**src/rtl/ptw_pkg.sv**
```systemverilog
package ptw_pkg;

    // Flag positions inside a table entry (leaf and directory share them)
    localparam int BIT_V = 0;
    localparam int BIT_R = 1;
    localparam int BIT_W = 2;
    localparam int BIT_X = 3;
    localparam int BIT_D = 4;

    typedef enum logic [1:0] {
        ACC_LOAD  = 2'd0,
        ACC_STORE = 2'd1,
        ACC_FETCH = 2'd2,
        ACC_RSVD  = 2'd3
    } acc_e;

    typedef enum logic [1:0] {
        CAUSE_NONE       = 2'd0,
        CAUSE_NOTPRESENT = 2'd1,
        CAUSE_PROT       = 2'd2
    } cause_e;

    typedef enum logic [2:0] {
        S_IDLE,
        S_DIR_RD,
        S_LEAF_RD,
        S_LEAF_WB,
        S_FINISH,
        S_FAULT
    } wstate_e;

endpackage

```
**src/rtl/ptw_base_reg.sv**
```systemverilog
module ptw_base_reg #(
    parameter int          W       = 17,
    parameter logic [W-1:0] RST_VAL = '0
) (
    input  logic         clk,
    input  logic         rst_n,
    input  logic         we,
    input  logic [W-1:0] wdata,
    output logic [W-1:0] q
);

    always_ff @(posedge clk or negedge rst_n) begin
        if (!rst_n) begin
            q <= RST_VAL;
        end else if (we) begin
            q <= wdata;
        end
    end

endmodule

```
**src/rtl/ptw_perm_check.sv**
```systemverilog
module ptw_perm_check
    import ptw_pkg::*;
(
    input  logic can_r,
    input  logic can_w,
    input  logic can_x,
    input  acc_e kind,
    output logic allow
);

    always_comb begin
        unique case (kind)
            ACC_STORE: allow = can_w;
            ACC_FETCH: allow = can_x;
            default:   allow = can_r;   // load and the spare code
        endcase
    end

endmodule

```
**src/rtl/xlate_walker.sv**
```systemverilog
module xlate_walker
    import ptw_pkg::*;
#(
    parameter  int VA_W  = 32,
    parameter  int IDX_W = 10,
    parameter  int PPN_W = 17,
    parameter  int ENT_W = 32,
    localparam int OFF_W = VA_W - 2 * IDX_W,
    localparam int PA_W  = PPN_W + OFF_W
) (
    input  logic             clk,
    input  logic             rst_n,
    input  logic             base_we,
    input  logic [PPN_W-1:0] base_ppn,
    input  logic             req_valid,
    output logic             req_ready,
    input  logic [VA_W-1:0]  req_vaddr,
    input  logic [1:0]       req_kind,
    output logic             mem_req,
    output logic             mem_we,
    output logic [PA_W-1:0]  mem_addr,
    output logic [ENT_W-1:0] mem_wdata,
    input  logic             mem_ack,
    input  logic [ENT_W-1:0] mem_rdata,
    output logic             done,
    output logic [PA_W-1:0]  done_paddr,
    output logic             flt,
    output logic [1:0]       flt_cause,
    output logic [VA_W-1:0]  flt_vaddr
);

    localparam int PAD_W = OFF_W - IDX_W;   // zero bits above a scaled index

    // ---------------------------------------------------------------
    // State and walk registers
    // ---------------------------------------------------------------
    wstate_e          state_q, state_d;
    logic [VA_W-1:0]  va_q;
    acc_e             kind_q;
    logic [PPN_W-1:0] walk_base_q;
    logic [PPN_W-1:0] tbl_ppn_q;
    logic [PPN_W-1:0] leaf_ppn_q;
    logic [ENT_W-1:0] wb_q;
    cause_e           cause_q;
    logic [PPN_W-1:0] base_q;

    // ---------------------------------------------------------------
    // Address slicing and entry decode
    // ---------------------------------------------------------------
    logic [IDX_W-1:0] dir_idx, leaf_idx;
    logic [OFF_W-1:0] page_off;
    logic [PA_W-1:0]  dir_addr, leaf_addr;
    logic             ent_v, ent_d, perm_ok, need_wb, accept;
    logic [PPN_W-1:0] ent_ppn;

    assign dir_idx  = va_q[VA_W-1 -: IDX_W];
    assign leaf_idx = va_q[OFF_W +: IDX_W];
    assign page_off = va_q[OFF_W-1:0];

    assign dir_addr  = {walk_base_q, ({{PAD_W{1'b0}}, dir_idx}  << 2)};
    assign leaf_addr = {tbl_ppn_q,   ({{PAD_W{1'b0}}, leaf_idx} << 2)};

    assign ent_v   = mem_rdata[BIT_V];
    assign ent_d   = mem_rdata[BIT_D];
    assign ent_ppn = mem_rdata[OFF_W +: PPN_W];
    assign need_wb = (kind_q == ACC_STORE) && !ent_d;
    assign accept  = (state_q == S_IDLE) && req_valid;

    ptw_base_reg #(
        .W       (PPN_W),
        .RST_VAL ('0)
    ) u_base (
        .clk   (clk),
        .rst_n (rst_n),
        .we    (base_we),
        .wdata (base_ppn),
        .q     (base_q)
    );

    ptw_perm_check u_perm (
        .can_r (mem_rdata[BIT_R]),
        .can_w (mem_rdata[BIT_W]),
        .can_x (mem_rdata[BIT_X]),
        .kind  (kind_q),
        .allow (perm_ok)
    );

    // ---------------------------------------------------------------
    // State register
    // ---------------------------------------------------------------
    always_ff @(posedge clk or negedge rst_n) begin
        if (!rst_n) begin
            state_q <= S_IDLE;
        end else begin
            state_q <= state_d;
        end
    end

    // ---------------------------------------------------------------
    // Next state
    // ---------------------------------------------------------------
    always_comb begin
        state_d = state_q;
        unique case (state_q)
            S_IDLE: begin
                if (req_valid) state_d = S_DIR_RD;
            end
            S_DIR_RD: begin
                if (mem_ack) state_d = ent_v ? S_LEAF_RD : S_FAULT;
            end
            S_LEAF_RD: begin
                if (mem_ack) begin
                    if (!ent_v || !perm_ok) state_d = S_FAULT;
                    else if (need_wb)       state_d = S_LEAF_WB;
                    else                    state_d = S_FINISH;
                end
            end
            S_LEAF_WB: begin
                if (mem_ack) state_d = S_FINISH;
            end
            S_FINISH: state_d = S_IDLE;
            S_FAULT:  state_d = S_IDLE;
            default:  state_d = S_IDLE;
        endcase
    end

    // ---------------------------------------------------------------
    // Walk datapath
    // ---------------------------------------------------------------
    always_ff @(posedge clk or negedge rst_n) begin
        if (!rst_n) begin
            va_q        <= '0;
            kind_q      <= ACC_LOAD;
            walk_base_q <= '0;
            tbl_ppn_q   <= '0;
            leaf_ppn_q  <= '0;
            wb_q        <= '0;
            cause_q     <= CAUSE_NONE;
        end else begin
            if (accept) begin
                va_q        <= req_vaddr;
                kind_q      <= acc_e'(req_kind);
                walk_base_q <= base_q;           // snapshot: later writes wait
                cause_q     <= CAUSE_NONE;
            end
            if (state_q == S_DIR_RD && mem_ack) begin
                tbl_ppn_q <= ent_ppn;
                if (!ent_v) cause_q <= CAUSE_NOTPRESENT;
            end
            if (state_q == S_LEAF_RD && mem_ack) begin
                leaf_ppn_q <= ent_ppn;
                wb_q       <= mem_rdata | (ENT_W'(1) << BIT_D);
                if (!ent_v)        cause_q <= CAUSE_NOTPRESENT;
                else if (!perm_ok) cause_q <= CAUSE_PROT;
            end
        end
    end

    // ---------------------------------------------------------------
    // Outputs
    // ---------------------------------------------------------------
    always_comb begin
        req_ready  = 1'b0;
        mem_req    = 1'b0;
        mem_we     = 1'b0;
        mem_addr   = dir_addr;
        mem_wdata  = wb_q;
        done       = 1'b0;
        flt        = 1'b0;
        unique case (state_q)
            S_IDLE:    req_ready = 1'b1;
            S_DIR_RD:  mem_req = 1'b1;
            S_LEAF_RD: begin
                mem_req  = 1'b1;
                mem_addr = leaf_addr;
            end
            S_LEAF_WB: begin
                mem_req  = 1'b1;
                mem_we   = 1'b1;
                mem_addr = leaf_addr;
            end
            S_FINISH:  done = 1'b1;
            S_FAULT:   flt  = 1'b1;
            default:   req_ready = 1'b0;
        endcase
    end

    assign done_paddr = {leaf_ppn_q, page_off};
    assign flt_cause  = cause_q;
    assign flt_vaddr  = va_q;

endmodule

```
**config.mk**
```make
export PLATFORM = sky130hd
export DESIGN_NAME = xlate_walker
export DESIGN_NICKNAME = d
export VERILOG_FILES = /design/src/rtl/ptw_pkg.sv /design/src/rtl/ptw_base_reg.sv /design/src/rtl/ptw_perm_check.sv /design/src/rtl/xlate_walker.sv
export SDC_FILE = /design/constraint.sdc
export NUM_CORES = 1
export LEC_CHECK = 0
export BUFFER_PORTS_ARGS = -buffer_cell sky130_fd_sc_hd__buf_2
export CORE_MARGIN = 10
export CORE_UTILIZATION = 36
export DETAILED_ROUTE_END_ITERATION = 16
export MAX_ROUTING_LAYER = met4
export SETUP_SLACK_MARGIN = 0.02
export SYNTH_ARGS = -nofsm -noshare
export SYNTH_HDL_FRONTEND = slang
export SYNTH_SLANG_ARGS = --single-unit
```
**constraint.sdc**
```tcl
create_clock -name clk -period 1.5 [get_ports clk]
set_input_delay 0.075 -clock clk [delete_from_list [all_inputs] [get_ports clk]]
set_output_delay 0.075 -clock clk [all_outputs]
set_load 0.1 [all_outputs]
```
==> run summary, run 1 <==
The flow ran to the end, but the final reports show violations. The checks that failed: negative setup slack. Timing would allow up to 0.574 GHz. The tool flagged a number of max-cap violations equal to 0. The final net count came out at 852.

The class of the worst hold path is in2reg. The x dimension of the die came out at 144 um. The layout cell share with drive strength beyond 1 is 53.5%.

The number of design rule violations left after detail routing came out at 0. The number of distinct standard cells referenced by the synthesized netlist is 34. The detailed-route wire length is 17200 um. The final global-route overflow total is 0. The final-report max-slew violation count came out at 0. The number of global-route vias before repair is 4993.

The first global-routing pass estimated 25900 um of wire. The routability-driven placement congestion ratio came out at 0.748. The number of clock buffers inserted by TritonCTS came out at 17.

The core region is 15100 um^2. The post-detailed-placement half-perimeter wirelength is 11100 um. The number of clock sinks seen by CTS came out at 122.

The longest clock path from root to sink contains 2 buffers. In this run the remaining antenna-violating nets after routing total 0. STA classifies the critical path startpoint as a flip-flop.

The worst setup slack after layout came out at -243 ps. The TritonCTS clock tree is done. The Yosys warning count is 0. Subtracting the final worst setup slack from the clock period gives 1740 ps. The largest driver fanout on the critical path is 13. The number of port buffers came out at 214. The chip height came out at 144 um.

The via count came out at 4404. dfrtp_1 takes more of the synthesized area than any other cell. The arrival time at the worst endpoint came out at 1670 ps. The average vias per placed instance is 4.57. In the post-synthesis netlist, the cell with the most instances is nand2_1. The number of failing hold endpoints at the final stage came out at 0. Setup violations remaining at the end of the flow were counted as 126. The relative area change from synthesis to final layout came out at 65.6%.

The number of antenna violations at the first check in global routing is 1. The share of async-settable or async-resettable flops after synthesis came out at 100%. Ranked by instance count, the synthesized netlist is headed by nand2_1, dfrtp_1, mux2_2.

The count of TritonRoute iterations in the first routing pass is 4. Dividing the detail-routed wire length by the instance count gives 17.8 um. Setup repair after global routing could not meet its margin everywhere. Row generation in the floorplan step produced 45 rows. Of the synthesized area, sequential elements account for 55.1%. For the worst setup path, the data required time is 1420 ps.

Ranked by total cell area, the synthesized netlist is headed by dfrtp_1, mux2_2, nand2_1, mux2_4, buf_4. The number of DRC markers in iteration 0 is 156. The post-synthesis cell count is 463.

The number of enable flip-flop cells after synthesis is 0. Entering global routing, the biggest net connects 69 pins. The number of register bits inferred by synthesis is 122.

The endpoint type of the worst setup path is a primary output. A synthesized cell averages 12.0 um^2. The effective utilization at floorplan came out at 36.6%. The clock insertion delay at the later pin of the skew report is 410 ps.

For this run, the total global-route usage over all layers was measured as 16.5%. The root cell of the clock tree is clkbuf_16. The area share of the largest cell type after synthesis came out at 55.1%. After clock tree synthesis, the clock-pin slew on the worst setup and hold paths is 60 ps. The total I/O pin count came out at 217. The level count of the clock H-tree is 4.

Of the available clock period, the critical path in the final layout requires 116%. The area enclosed by the die boundary came out at 20700 um^2. For the final database, setup skew stands at 10.2 ps. The most used flip-flop cell after synthesis is dfrtp_1. The synthesized netlist occupies a cell area of 5540 um^2.

The setup path with the least slack is of type reg2out. Hold timing on the final database bottoms out at a slack of 91.8 ps.
-- what timing repair did --
action                                  4_1_cts  5_1_grt
pin swaps                                     6        3
setup buffers                                 4        2
cloned                                        3        8
hold buffers                                 84        0
endpoints found under the setup margin       53      135
gates resized for setup                      31       18
hold endpoints to repair                    225        0
-- cell families (layout without fill, tap and decap cells) --
kind of cell,after synthesis,after routing,share of synthesized area (%)
simple gates,171,171,12.8
flops,122,122,55.1
mux,91,91,20.9
buf+inv,62,373,8.97
compound gates,14,14,1.65
fa+ha+maj,2,2,0.452
other cells,1,3,0.0677
-- flip-flops by register name, indices dropped and copies added, names as in the netlist --
| signal | cells |
|---|---|
| flt_cause | 2 |
| flt_vaddr | 32 |
| state_q | 3 |
| walk_base_q | 17 |
| kind_q | 2 |
| tbl_ppn_q | 17 |
| leaf_ppn_q | 16 |
| u_base.q | 17 |
| mem_wdata | 16 |
-- layer usage --
metal  GRT usage (%)  wire [um]  up-vias
li1                -          -     2080
met1            18.0       6890     2135
met2            27.2       8600      170
met3            5.94       1450       19
met4            6.02        240        0
met5               -          0        -
-- worst paths after layout --
check                                 endpoint    startpoint  cells past startpoint  slack (ps)
worst min register to register  walk_base_q[2]   u_base.q[2]                      2         460
worst min-delay path                state_q[0]  mem_rdata[4]                      4          90
min in group asynchronous         mem_wdata[6]         rst_n                      3         200
worst max-delay path              mem_addr[23]    state_q[2]                      4        -240
max in group asynchronous        flt_vaddr[23]         rst_n                      3         930
worst max register to register   flt_vaddr[27]    state_q[2]                      9        -150
-- metrics by stage --
stage	setup slack [ps]	cell area [um^2]	util (%)	std cells	TNS, ps
floorplan	-516	5690	-	464	-26750
global placement	32.2	7220	47.7	830	0
detailed placement	1.72	7220	47.7	830	0
CTS	-273	8910	58.9	953	-12540
global route	-298	9170	60.5	964	-22700
finish	-243	9170	60.5	964	-14060
-- worst max-delay path, stage by stage (launching register included) --
cell and delay [ps]:
dfrtp_1 380, nand2b_4 200, buf_12 180, mux2_4 320, buf_12 170
-- layout make-up --
class	instances	area (um^2)
flip-flops and latches	122	3080
well taps	188	235
multi-input cells	280	2200
clock buffers	21	480
clock inverters	11	141
fillers	1175	5980
diodes	1	2.50
repair buffers	335	3010
inverters	6	22.5
-- cells in the final DEF (no fill, tap or decap), types with 2 or more instances in the layout --
cell type / n
o2bb2ai_1: 2
nor2_4: 3
buf_4: 5
buf_16: 3
clkinv_2: 4
a21oi_1: 2
conb_1: 2
o21ai_1: 2
inv_1: 5
nor2_1: 2
mux2_4: 64
buf_12: 43
clkbuf_8: 4
clkinvlp_4: 3
mux2_2: 27
buf_8: 4
buf_6: 11
clkbuf_16: 21
o21ai_0: 2
and2_4: 2
nand2_1: 149
buf_2: 181
dlygate4sd3_1: 84
nand2b_1: 3
dfrtp_1: 102
dfrtp_2: 20
bufinv_16: 3
and4bb_4: 2
Power of run 1 is not shown: default switching activity piles up to over one toggle a cycle in this logic, so the estimate is an artifact.
==> run 2, diff against run 1 <==
- RECOVER_POWER: not set -> 25
==> run 2 against run 1 <==
Net effect:
- design area down 0.31%
- maximum frequency about the same
- cell count unchanged
- register-to-register slack about the same
- the flow still finishes with violations (negative setup slack)
- critical path type unchanged
- hold slack about the same
- highest routed layer unchanged
==> run summary, run 2 (synthesis results as in run 1) <==
The number of buffers and inverters on the critical path came out at 2 (unchanged). The library cell used most frequently in the layout, excluding fill and tap cells, is buf_2. The relative area change from synthesis to final layout is 65.1%. The worst setup slack after layout came out at -242 ps (+0.736 ps). The average vias per placed instance is 4.57 (+0.14%).

The area of all sequential standard cells came out at 3080 um^2 (unchanged). The path class of the tightest hold or removal check is in2reg. The setup-violating endpoint count in the final report came to 126 (unchanged).

The remaining antenna violation count after routing is 0 (unchanged). The total track usage was 16.5% (unchanged). The number of flip-flops under the largest register name came out at 32 (unchanged). The post-detailed-placement half-perimeter wirelength came to 11100 um (unchanged). The number of port buffers came to 214 (unchanged). The x dimension of the die came out at 144 um (unchanged). The most prevalent standard cell on the critical path is buf_12. In the layout the commonest cells are buf_2, nand2_1, dfrtp_1, dlygate4sd3_1, mux2_4. Setup repair after global routing could not meet its margin everywhere. The count of TritonRoute iterations in the first routing pass came out at 4 (unchanged). The slowest stage of the critical path belongs to the cell dfrtp_1. The time the final worst path needs with I/O delays and setup came out at 1740 ps (-0.736 ps).

The worst pin sits at a relative slew slack of 37.5%. The worst setup path is of the reg2out kind. The number of global-route vias before repair came out at 4993 (unchanged). The area enclosed by the die boundary was 20700 um^2 (unchanged). The number of antenna violations at the first check in global routing is 1 (unchanged). The clock insertion delay at the later pin of the skew report was 410 ps (about the same). The startpoint type of the worst setup path is a flip-flop. The maximum operating frequency is 0.574 GHz (about the same). The routability-driven placement congestion ratio came to 0.748 (unchanged). The first-pass GRT wire length is 25900 um (unchanged). The level count of the clock H-tree came out at 4 (unchanged). The area occupied by multi-input gates is 2200 um^2 (unchanged). The effective utilization at floorplan is 36.6% (unchanged). The fraction of the cycle the final worst path needs came out at 116% (about the same). The layout cell share with drive strength beyond 1 is 53.4% (-0.13 points). The number of fill cells in the layout came out at 1181 (+0.51%). The number of design rule violations left after detail routing is 0 (unchanged). The average detailed-routed wire length per instance is 17.8 um (-0.22%). The row count is 45 (unchanged). TritonCTS built the clock tree. The detailed-route wire length is 17100 um (-0.22%). The area inside the core boundary came to 15100 um^2 (unchanged). The number of failing hold endpoints at the final stage is 0 (unchanged).

The root cell of the clock tree is clkbuf_16. The number of DRC markers in iteration 0 came out at 163 (+4.5%). The accumulated negative setup slack is -14040 ps (+23.0 ps). The total I/O pin count came out at 217 (unchanged). The checks that failed: negative setup slack.

Traced cell by cell, the critical path runs through nand2b_4 > buf_12 > mux2_4 > buf_12. The final net count came out at 852 (unchanged). The end-of-flow core utilization came out at 60.4% (-0.19 points). The final global-route overflow total is 0 (unchanged). The chip height came to 144 um (unchanged).

The slew at the pin closest to its max-slew limit is 937 ps. The maximum clock skew at final layout is 10.6 ps (+0.435 ps). The largest driver fanout on the critical path came out at 13 (unchanged).

The critical path data required time is 1420 ps (about the same). The via count was 4410 (+0.14%). Among cell families on the critical path, the largest total delay comes from flip-flops.

The number of maximum-capacitance constraint violations came to 0 (unchanged). The final-report max-slew violation count came out at 0 (unchanged). The delay of the slowest cell on the worst path is 380 ps (about the same).

The number of clock sinks seen by CTS came out at 122 (unchanged). The CTS clock-pin slew for the worst setup and hold paths came out at 60 ps (about the same). The arrival time at the worst endpoint is 1670 ps (about the same). The run finished, with violations left. The largest buffer count on any clock path came out at 2 (unchanged). The largest net degree at the start of global routing is 69 (unchanged).

The number of clock buffers inserted by TritonCTS came out at 17 (unchanged). The worst hold margin came to 92.2 ps (+0.380 ps). The worst setup path is captured at a primary output.
==> run 2: cell types whose count changed in the layout (fill, tap and decap cells not counted), sizes merged <==
cell / delta
buf: -3
clkbuf: +3
==> run 2: cell type report <==
cell class,count,area share [%]
well taps,188,2.57
clock inverters,11,1.55
inverters,6,0.246
clock buffers,21,5.26
multi-input cells,280,24.0
flip-flops and latches,122,33.7
repair buffers,335,32.6
diodes,1,0.0274
==> run 2: stage by stage <==
step / std cells / worst slack [ps] / instance area [um^2]
2_1_floorplan: 464 / -516 / 5690
3_3_place_gp: 830 / 32.2 / 7220
3_5_place_dp: 830 / 1.72 / 7220
4_1_cts: 953 / -273 / 8910
5_1_grt: 964 / -298 / 9140
6_report: 964 / -242 / 9140
==> run 2: final timing paths <==
path                         startpoint              to  slack [ps]  cells after the start
setup / recovery             state_q[2]    mem_addr[23]        -240                      4
hold / removal             mem_rdata[4]      state_q[0]          90                      4
setup reg to reg             state_q[2]   flt_vaddr[27]        -160                      9
hold reg to reg             u_base.q[2]  walk_base_q[2]         460                      2
max in group asynchronous         rst_n   flt_vaddr[23]         340                      3
min in group asynchronous         rst_n    mem_wdata[6]         400                      3
==> run 2: what timing repair did <==
item / in CTS / in global routing
cloned: 3 / 8
buffers inserted: 4 / 2
setup endpoints to repair: 53 / 135
endpoints found under the hold margin: 225 / 0
resized for setup: 31 / 18
pin swaps: 6 / 3
hold buffers: 84 / 0
==> run 2: per-layer routing <==
layer	wire length, um	track usage [%]	vias to the layer above
li1	-	-	2078
met4	212	6.02	0
met3	1340	5.94	21
met1	6960	18.0	2132
met5	0	-	-
met2	8630	27.2	179
==> run 2: tightest hold or removal path, delay by kind of cell <==
| family | cells | cell delay (ps) |
|---|---|---|
| simple gates | 2 | 200 |
| compound gates | 1 | 120 |
| buf+inv | 1 | 70 |
Power of run 2 is left out for the same reason.
